===== src/rtl/pmc_pkg.sv =====
package pmc_pkg;

   typedef enum logic [2:0] {
      PM_RUN        = 3'd0,
      PM_IDLE       = 3'd1,
      PM_SLEEP      = 3'd2,
      PM_IDLE_XFER  = 3'd3,
      PM_SLEEP_XFER = 3'd4,
      PM_WAKE_WAIT  = 3'd5
   } pm_state_e;

   localparam logic [1:0] MREQ_IDLE  = 2'b01;
   localparam logic [1:0] MREQ_SLEEP = 2'b10;

   typedef struct packed {
      logic cpu;
      logic wdt;
      logic pll;
      logic periph;
   } clk_en_t;

   // Clock enables as a pure function of the state.
   function automatic clk_en_t pm_clk_decode(input pm_state_e s);
      clk_en_t e;
      case (s)
         PM_RUN:        e = '{cpu: 1'b1, wdt: 1'b1, pll: 1'b1, periph: 1'b1};
         PM_IDLE,
         PM_IDLE_XFER:  e = '{cpu: 1'b0, wdt: 1'b1, pll: 1'b1, periph: 1'b1};
         PM_SLEEP:      e = '{cpu: 1'b0, wdt: 1'b0, pll: 1'b0, periph: 1'b0};
         PM_SLEEP_XFER: e = '{cpu: 1'b0, wdt: 1'b0, pll: 1'b1, periph: 1'b1};
         PM_WAKE_WAIT:  e = '{cpu: 1'b0, wdt: 1'b0, pll: 1'b1, periph: 1'b0};
         default:       e = '{cpu: 1'b1, wdt: 1'b1, pll: 1'b1, periph: 1'b1};
      endcase
      return e;
   endfunction

endpackage


===== src/rtl/pmc_wake_merge.sv =====
module pmc_wake_merge #(
   parameter int N_EXT_IRQ   = 4,
   parameter bit RTC_WAKE_EN = 1'b1
) (
   input  logic [N_EXT_IRQ-1:0] ext_irq,
   input  logic                 nmi,
   input  logic                 rtc_irq,
   output logic                 wake_evt
);
   logic rtc_term;

   generate
      if (RTC_WAKE_EN) begin : g_rtc_wake
         assign rtc_term = rtc_irq;
      end else begin : g_rtc_masked
         assign rtc_term = 1'b0;
      end
   endgenerate

   assign wake_evt = (|ext_irq) | nmi | rtc_term;
endmodule


===== src/rtl/pmc_ramp_timer.sv =====
module pmc_ramp_timer #(
   parameter int RAMP_W = 8
) (
   input  logic              clk,
   input  logic              rst_n,
   input  logic              active,
   input  logic [RAMP_W-1:0] limit,
   output logic              expired
);
   localparam int          EXT_W = RAMP_W + 1;
   localparam logic [EXT_W-1:0] ONE = EXT_W'(1);

   logic [RAMP_W-1:0] cnt_q;
   logic [EXT_W-1:0]  cnt_next_ext;

   assign cnt_next_ext = {1'b0, cnt_q} + ONE;
   // Cycle count including the current one has reached the limit (0 acts as 1).
   assign expired = cnt_next_ext >= {1'b0, limit};

   always_ff @(posedge clk) begin
      if (!rst_n || !active) begin
         cnt_q <= '0;
      end else if (!expired) begin
         cnt_q <= cnt_next_ext[RAMP_W-1:0];
      end
   end
endmodule


===== src/rtl/pmc_cs_hold.sv =====
module pmc_cs_hold #(
   parameter int N_CS = 4
) (
   input  logic            clk,
   input  logic            rst_n,
   input  logic            bus_live,
   input  logic [N_CS-1:0] bus_cs_n,
   output logic [N_CS-1:0] cs_n
);
   generate
      for (genvar i = 0; i < N_CS; i++) begin : g_lane
         logic held_q;
         always_ff @(posedge clk) begin
            if (!rst_n) begin
               held_q <= 1'b1;
            end else if (bus_live) begin
               held_q <= bus_cs_n[i];
            end
         end
         assign cs_n[i] = bus_live ? bus_cs_n[i] : held_q;
      end
   endgenerate
endmodule


===== src/rtl/pwr_mode_ctrl.sv =====
module pwr_mode_ctrl #(
   parameter int N_EXT_IRQ    = 4,
   parameter int N_CS         = 4,
   parameter int RAMP_W       = 8,
   parameter bit KEEP_RTC_OSC = 1'b1,
   parameter bit RTC_WAKE_EN  = 1'b1
) (
   input  logic                 clk,
   input  logic                 rst_n,
   input  logic [1:0]           mode_req,
   input  logic                 mode_exec,
   input  logic                 sleep_en,
   input  logic [N_EXT_IRQ-1:0] ext_irq,
   input  logic                 nmi,
   input  logic                 rtc_irq,
   input  logic                 xfer_req,
   input  logic                 xfer_done,
   input  logic                 clk_stable,
   input  logic [RAMP_W-1:0]    ramp_cycles,
   input  logic [N_CS-1:0]      bus_cs_n,
   output logic [2:0]           pm_state,
   output logic                 cpu_clk_en,
   output logic                 wdt_en,
   output logic                 pll_osc_en,
   output logic                 periph_clk_en,
   output logic                 rtc_osc_en,
   output logic                 xfer_grant,
   output logic                 wake_pulse,
   output logic [N_CS-1:0]      cs_n
);
   import pmc_pkg::*;

   generate
      if (N_EXT_IRQ < 1) begin : g_bad_irq
         $error("pwr_mode_ctrl: N_EXT_IRQ must be at least 1");
      end
      if (N_CS < 1) begin : g_bad_cs
         $error("pwr_mode_ctrl: N_CS must be at least 1");
      end
      if (RAMP_W < 1 || RAMP_W > 16) begin : g_bad_ramp
         $error("pwr_mode_ctrl: RAMP_W must lie in 1..16");
      end
   endgenerate

   pm_state_e state_q, state_d;
   logic      wake_evt;
   logic      ramp_expired;
   logic      wake_q;
   logic      bus_live;
   logic      rest_state;
   clk_en_t   en;

   pmc_wake_merge #(
      .N_EXT_IRQ  (N_EXT_IRQ),
      .RTC_WAKE_EN(RTC_WAKE_EN)
   ) u_wake (
      .ext_irq (ext_irq),
      .nmi     (nmi),
      .rtc_irq (rtc_irq),
      .wake_evt(wake_evt)
   );

   pmc_ramp_timer #(
      .RAMP_W(RAMP_W)
   ) u_ramp (
      .clk    (clk),
      .rst_n  (rst_n),
      .active (state_q == PM_WAKE_WAIT),
      .limit  (ramp_cycles),
      .expired(ramp_expired)
   );

   assign bus_live   = (state_q == PM_RUN) || (state_q == PM_IDLE_XFER) ||
                       (state_q == PM_SLEEP_XFER);
   assign rest_state = (state_q == PM_IDLE) || (state_q == PM_SLEEP);

   pmc_cs_hold #(
      .N_CS(N_CS)
   ) u_cs (
      .clk     (clk),
      .rst_n   (rst_n),
      .bus_live(bus_live),
      .bus_cs_n(bus_cs_n),
      .cs_n    (cs_n)
   );

   always_comb begin
      state_d = state_q;
      case (state_q)
         PM_RUN: begin
            if (mode_exec && !wake_evt) begin
               if (mode_req == MREQ_IDLE) begin
                  state_d = PM_IDLE;
               end else if (mode_req == MREQ_SLEEP && sleep_en) begin
                  state_d = PM_SLEEP;
               end
            end
         end
         PM_IDLE: begin
            if (wake_evt)      state_d = PM_RUN;
            else if (xfer_req) state_d = PM_IDLE_XFER;
         end
         PM_IDLE_XFER: begin
            if (xfer_done) state_d = PM_IDLE;
         end
         PM_SLEEP: begin
            if (wake_evt)      state_d = PM_WAKE_WAIT;
            else if (xfer_req) state_d = PM_SLEEP_XFER;
         end
         PM_SLEEP_XFER: begin
            if (xfer_done) state_d = PM_SLEEP;
         end
         PM_WAKE_WAIT: begin
            if (clk_stable || ramp_expired) state_d = PM_RUN;
         end
         default: state_d = PM_RUN;
      endcase
   end

   always_ff @(posedge clk) begin
      if (!rst_n) begin
         state_q <= PM_RUN;
         wake_q  <= 1'b0;
      end else begin
         state_q <= state_d;
         wake_q  <= rest_state && wake_evt;
      end
   end

   assign en            = pm_clk_decode(state_q);
   assign cpu_clk_en    = en.cpu;
   assign wdt_en        = en.wdt;
   assign pll_osc_en    = en.pll;
   assign periph_clk_en = en.periph;
   assign rtc_osc_en    = (state_q == PM_SLEEP) ? KEEP_RTC_OSC : 1'b1;
   assign xfer_grant    = (state_q == PM_IDLE_XFER) || (state_q == PM_SLEEP_XFER);
   assign wake_pulse    = wake_q;
   assign pm_state      = state_q;

   AST_SLEEP_DENIED: assert property (@(posedge clk) disable iff (!rst_n)
      (state_q == PM_RUN && mode_exec && mode_req == MREQ_SLEEP && !sleep_en)
      |=> (pm_state == 3'd0)) else $error("sleep entered without permission");

   AST_CANCEL_ENTRY: assert property (@(posedge clk) disable iff (!rst_n)
      (state_q == PM_RUN && mode_exec && wake_evt) |=> cpu_clk_en)
      else $error("entry not cancelled by wake");

   AST_IDLE_FAST_EXIT: assert property (@(posedge clk) disable iff (!rst_n)
      (state_q == PM_IDLE && wake_evt) |=> (cpu_clk_en && wake_pulse))
      else $error("idle exit delayed");

   AST_SLEEP_TO_WAIT: assert property (@(posedge clk) disable iff (!rst_n)
      (state_q == PM_SLEEP && wake_evt) |=> (pll_osc_en && !cpu_clk_en && wake_pulse))
      else $error("sleep wake did not enter ramp wait");

   AST_RAMP_HOLDS_CPU: assert property (@(posedge clk) disable iff (!rst_n)
      (state_q == PM_WAKE_WAIT && !clk_stable && !ramp_expired) |=> !cpu_clk_en)
      else $error("CPU restarted before ramp-up");

   AST_XFER_RETURN: assert property (@(posedge clk) disable iff (!rst_n)
      (state_q == PM_SLEEP_XFER && xfer_done) |=> (!pll_osc_en && !xfer_grant && !wake_pulse))
      else $error("sleep transfer did not fall back");

   AST_CPU_XFER_EXCL: assert property (@(posedge clk) disable iff (!rst_n)
      $onehot0({cpu_clk_en, xfer_grant})) else $error("CPU clocked during transfer");

   AST_CS_FROZEN: assert property (@(posedge clk) disable iff (!rst_n)
      (!bus_live && $past(!bus_live)) |-> $stable(cs_n))
      else $error("chip selects moved while bus quiet");

endmodule


===== config.mk =====
export PLATFORM = sky130hd
export DESIGN_NAME = pwr_mode_ctrl
export DESIGN_NICKNAME = d
export VERILOG_FILES = /design/src/rtl/pmc_pkg.sv /design/src/rtl/pmc_wake_merge.sv /design/src/rtl/pmc_ramp_timer.sv /design/src/rtl/pmc_cs_hold.sv /design/src/rtl/pwr_mode_ctrl.sv
export SDC_FILE = /design/constraint.sdc
export NUM_CORES = 1
export LEC_CHECK = 0
export CELL_PAD_IN_SITES_DETAIL_PLACEMENT = 1
export CELL_PAD_IN_SITES_GLOBAL_PLACEMENT = 2
export CORE_MARGIN = 5
export CORE_UTILIZATION = 27
export DETAILED_ROUTE_END_ITERATION = 10
export GPL_ROUTABILITY_DRIVEN = 0
export HOLD_SLACK_MARGIN = 0.15
export PLACE_DENSITY_LB_ADDON = 0.12
export REMOVE_ABC_BUFFERS = 1
export SLEW_MARGIN = 40
export SYNTH_ARGS = -nofsm -noshare
export SYNTH_HDL_FRONTEND = slang
export SYNTH_SLANG_ARGS = --single-unit

===== constraint.sdc =====
create_clock -name clk -period 6.6 [get_ports clk]
set_input_delay 1.32 -clock clk [delete_from_list [all_inputs] [get_ports clk]]
set_output_delay 1.32 -clock clk [all_outputs]
set_load 0.01 [all_outputs]

==> key figures, run 1 <==
Cells and area
  • Fin nets: 229
  • Commonest non-fill, non-tap cell in the layout: clkdlybuf4s50_1
  • Share of layout cells above drive strength 1: 8.33%
  • Register area: 320 um2
  • Multi-input logic area: 820 um2
  • Most frequent cells in the layout: clkdlybuf4s50_1 (39), dfxtp_1 (16), inv_1 (14)
  • Area grow syn2layout: 37.2%
  • FILL cells: 528
  • ANT cells: 0

Synth
  • Post-Syn Instances: 156
  • Post-synth EDFFs: 0
  • Yosys warns: 0
  • Post-synthesis sequential area ratio: 25.8%
  • Post-synthesis cell type count: 43
  • Asr flop ratio synth: 0%
  • Synth Register Bits: 16
  • Syn Area/Cell: 7.96 um2
  • Mapped Area: 0.00124 mm2
  • Top_reg_cell synth: dfxtp_1

Worst hold path
  • Hold Crit Class: reg -> reg

Clock network
  • Max clock buf depth: 2
  • CTS sink count: 16
  • CTS root buf: clkbuf_8
  • Post-cts sizing count: 0
  • H-Tree Depth: 1
  • Post-CTS Repair Setup Buffers: 0
  • Worst skew pair latency: 0.25 ns
  • Clock buffer count from CTS: 3
  • CTS Hold Bufs: 0
  • Clock transition at the registers of the reported paths: 0.07 ns
  • CTS tree: done

Drt
  • Routed length on met1: 1550 um
  • DRT Wirelength: 3320 um
  • WL met2: 1620 um
  • Routed wire per std cell: 13.6 um
  • Max Used Layer: met4
  • 1st-iter DRT viols: 66
  • Via-to-Cell Ratio: 5.10
  • Antenna-violating nets left: 0
  • First-pass DRT Iterations: 3
  • Vias: 1,245
  • Drc violations: 0
  • Met3 wire len: 135 um

Critical path
  • CP Launch Type: input pin
  • CP endpoint kind: output pin
  • Required @ worst endpoint: 5.28 ns
  • Reg2Reg Setup Slack: 3.45 ns
  • Crit-path max FO: 2
  • Worst Path Arrival: 2.47 ns
  • Setup Crit Path Kind: in -> out

Placement
  • Post-detail-place hpwl: 2720 um
  • Port Buffer Count: 39

Global route
  • All-Layer GR Usage: 11.4%
  • Initial antenna violation count: 0
  • Grt total ovfl: 0
  • Global-route wire length before repair: 5900 um
  • Number of global-route vias before repair: 1,296
  • Largest net degree at the start of global routing: 19

Die
  • Rows: 24
  • Die ar.: 0.00605 mm2
  • I/O pin count: 41
  • Die X: 77.8 um
  • Die Height: 77.8 um
  • Initial Util: 28.1%
  • Core ar.: 0.00441 mm2

Power
  • Leak Pwr: 0.709 nW
  • Overall Power: 0.215 mW
  • Peak supply drop: 0.0000544 V
  • P per Cell Area: 126 mW/mm2

Timing
  • Skew final: 0.00314 ns
  • Pins over their slew limit: 0
  • Minimum clock period: 3.79 ns
  • Fin Hold WS: 0.509 ns
  • Final Cycle Share: 57.5%
  • RSZ-0062 raised after global routing: false
  • Worst rel slew slack: 59.3%
  • Setup TNS: 0 ns
  • Highest clock rate: 264 MHz
  • Count of final hold-check violations: 0
  • # setup viols final: 0
  • Worst-Margin Slew: 0.610 ns

Outcome
  • Outcome: complete, no violations

Flow run
  • Max Cap Viol: 0
## synthesized netlist by cell type, drive strengths merged, types with 2 or more instances
cell | n | share of area (%)
a21oi | 12 | 4.8
ha | 9 | 9.1
a31oi | 3 | 1.5
o21ai | 4 | 1.6
nand4 | 6 | 3.0
nand2 | 9 | 2.7
and4 | 2 | 1.4
mux2 | 4 | 3.6
xnor2 | 5 | 3.5
xor2 | 2 | 1.4
nor3b | 2 | 1.2
nor2b | 2 | 1.0
nor2 | 9 | 2.7
and3 | 6 | 3.0
dfxtp | 16 | 26
buf | 5 | 3.3
mux2i | 3 | 2.4
clkbuf | 2 | 0.61
or4 | 4 | 2.5
a21o | 3 | 1.8
or2 | 5 | 2.7
nor3 | 3 | 1.2
o31ai | 5 | 3.0
inv | 14 | 4.2
nand3 | 8 | 3.6
## cell type report
cell class	count	area share [%]
multi-input cells	119	48.1
inverters	14	3.09
clock buffers	4	3.23
repair buffers	39	22.9
flip-flops and latches	16	18.8
well taps	52	3.82
## layer usage
layer / vias up / track usage (%)
li1: 637 / -
met1: 581 / 13.9
met2: 25 / 20.1
met3: 2 / 3.24
met4: 0 / 2.06
met5: - / 0
## sequential cells by signal (all words and copies together), names as in the netlist
register and count:
u_cs.g_lane.held_q 4, u_ramp.cnt_q 8, wake_pulse 1, pm_state 3
## kinds of logic (layout without fill, tap and decap cells)
kind of cell             count (synthesis)  count (layout)  share of synthesized area [%]
AO/OA/AOI/OAI                           34              34                           17.5
XOR/XNOR                                 7               7                           4.94
adder cells (fa/ha/maj)                  9               9                           9.07
buffers and inverters                   21              57                           8.16
flip-flops                              16              16                           25.8
multiplexers                             7               7                           6.05
other                                    1               1                          0.302
AND/OR/NAND/NOR                         61              61                           28.1
## critical path, cell delays in order
cell	delay [ns]
clkdlybuf4s50_1	0.40
mux2_2	0.27
clkdlybuf4s50_1	0.49
## final timing paths
kind                                      start              end  cells after the start
worst min register to register  u_ramp.cnt_q[7]  u_ramp.cnt_q[7]                      2
worst max-delay path                bus_cs_n[3]          cs_n[3]                      3
worst min-delay path            u_ramp.cnt_q[7]  u_ramp.cnt_q[7]                      2
worst max register to register  u_ramp.cnt_q[0]  u_ramp.cnt_q[5]                     10
## through the flow
step / cell area, um2 / setup WS, ns / cells / util [%]
finish: 1700 / 2.81 / 244 / 38.6
detailed placement: 1650 / 2.79 / 240 / 37.3
global route: 1700 / 2.76 / 244 / 38.6
CTS: 1700 / 2.79 / 244 / 38.6
global placement: 1650 / 2.82 / 240 / 37.3
floorplan: 1190 / 3.60 / 149 / -
## power breakdown
group | total [mW] | internal [mW] | switching [mW]
clock | 0.0874 | 0.0529 | 0.0345
combinational | 0.0295 | 0.0201 | 0.00940
sequential | 0.0982 | 0.0979 | 0.000364
Power figures use the tool's default switching activity.
==> run 2: changes to the inputs <==
--- a/config.mk
+++ b/config.mk
@@ -8,7 +8,7 @@
 export CELL_PAD_IN_SITES_DETAIL_PLACEMENT = 1
 export CELL_PAD_IN_SITES_GLOBAL_PLACEMENT = 2
 export CORE_MARGIN = 5
-export CORE_UTILIZATION = 27
+export CORE_UTILIZATION = 25
 export DETAILED_ROUTE_END_ITERATION = 10
 export GPL_ROUTABILITY_DRIVEN = 0
 export HOLD_SLACK_MARGIN = 0.15
==> constraint.sdc (replaced) <==
create_clock -name clk -period 3.5 [get_ports clk]
set_input_delay 0.7 -clock clk [delete_from_list [all_inputs] [get_ports clk]]
set_output_delay 0.7 -clock clk [all_outputs]
set_load 0.01 [all_outputs]
==> key figures, run 2 (same netlist as run 1, synthesis figures left out) <==
Placement
  • Port Buffer Count: 39
  • Post-detail-place hpwl: 2830 um
  • Post-place instance area: 0.00167 mm2
  • Post-Place Cells: 256

Timing
  • Worst rel slew slack: 59.5%
  • Skew final: 0.000711 ns
  • Minimum clock period: 3.10 ns
  • Pins over their slew limit: 0
  • # setup viols final: 0
  • RSZ-0062 raised after global routing: false
  • Worst-Margin Slew: 0.601 ns
  • Fin Hold WS: 0.526 ns
  • Setup TNS: 0 ns
  • Final Cycle Share: 88.7%
  • Count of final hold-check violations: 0
  • Highest clock rate: 322 MHz

Cells and area
  • Fin nets: 230
  • Most frequent cells in the layout: clkdlybuf4s50_1 (39), dfxtp_1 (16), inv_1 (14)
  • Commonest non-fill, non-tap cell in the layout: clkdlybuf4s50_1
  • Share of layout cells above drive strength 1: 8.81%
  • Reg with most FFs: u_ramp.cnt_q
  • Area grow syn2layout: 39.3%
  • Max reg flops: 8
  • ANT cells: 0
  • Finished Cell Area: 0.00173 mm2
  • Final cell count without fillers: 260

Clock network
  • CTS sink count: 16
  • Post-CTS Repair Setup Buffers: 0
  • H-Tree Depth: 1
  • Max clock buf depth: 2
  • Worst skew pair latency: 0.25 ns
  • CTS root buf: clkbuf_8
  • Clock transition at the registers of the reported paths: 0.07 ns
  • CTS tree: done
  • CTS Hold Bufs: 0
  • Clock buffer count from CTS: 3
  • Post-cts sizing count: 0

Die
  • Rows: 25
  • Die Height: 80.5 um
  • I/O pin count: 41
  • Initial Util: 25.9%
  • Core ar.: 0.00479 mm2
  • Die X: 80.5 um
  • Die ar.: 0.00647 mm2

Power
  • P per Cell Area: 237 mW/mm2
  • Leak Pwr: 0.714 nW
  • Overall Power: 0.409 mW
  • Peak supply drop: 0.000121 V

Global route
  • Number of global-route vias before repair: 1,337
  • Global-route wire length before repair: 6040 um
  • Initial antenna violation count: 0
  • Grt total ovfl: 0
  • Largest net degree at the start of global routing: 19
  • All-Layer GR Usage: 11.7%

Worst hold path
  • Hold Crit Class: reg -> reg

Critical path
  • CP Launch Type: flip-flop
  • Reg2Reg Setup Slack: 0.40 ns
  • CP endpoint kind: flip-flop
  • Worst Path Arrival: 3.28 ns
  • Crit-path max FO: 14
  • Required @ worst endpoint: 3.68 ns
  • Setup Crit Path Kind: reg -> reg

Flow run
  • Max Cap Viol: 0

Drt
  • First-pass DRT Iterations: 4
  • Routed wire per std cell: 13.6 um
  • Drc violations: 0
  • Via-to-Cell Ratio: 4.86
  • Antenna-violating nets left: 0
  • 1st-iter DRT viols: 43
  • Vias: 1,263
  • DRT Wirelength: 3540 um

Outcome
  • Outcome: complete, no violations
## run 2: cell type report
| class | instances | area (um2) |
|---|---|---|
| flip-flops and latches | 16 | 320 |
| clock buffers | 4 | 55.1 |
| inverters | 14 | 52.6 |
| repair buffers | 40 | 398 |
| well taps | 67 | 83.8 |
| multi-input cells | 119 | 820 |
| fillers | 590 | 3060 |
## run 2: report_power, final
group	switching, mW	internal [mW]
combinational	0.0184	0.0380
sequential	0.000643	0.185
clock	0.0676	0.0999
## run 2: worst max-delay path, cell delays in order, from the launching register on
cell and delay [ns]:
dfxtp_1 0.43, and3_1 0.21, nand3_2 0.14, or2_4 0.30, xnor2_1 0.18, ha_1 0.27
and3_1 0.21, a21oi_1 0.15, nand3_1 0.35, or4_2 0.66, a21oi_1 0.15
## run 2: per-stage QoR
stage,worst slack (ns),util [%]
finish,0.397,36.1
global route,0.102,36.1
CTS,0.393,36.1
detailed placement,0.403,35.0
global placement,0.449,35.0
floorplan,0.808,-
## run 2: per-layer routing
metal	track usage, %	routed length (um)
met1	14.4	1650
met4	1.52	13
met5	0	0
met2	20.7	1740
met3	3.03	126
## run 2: worst paths after layout
check / startpoint / end / cells after the start
hold reg to reg: u_ramp.cnt_q[1] / u_ramp.cnt_q[1] / 2
setup / recovery: u_ramp.cnt_q[4] / u_ramp.cnt_q[5] / 10
setup reg to reg: u_ramp.cnt_q[4] / u_ramp.cnt_q[5] / 10
hold / removal: u_ramp.cnt_q[1] / u_ramp.cnt_q[1] / 2
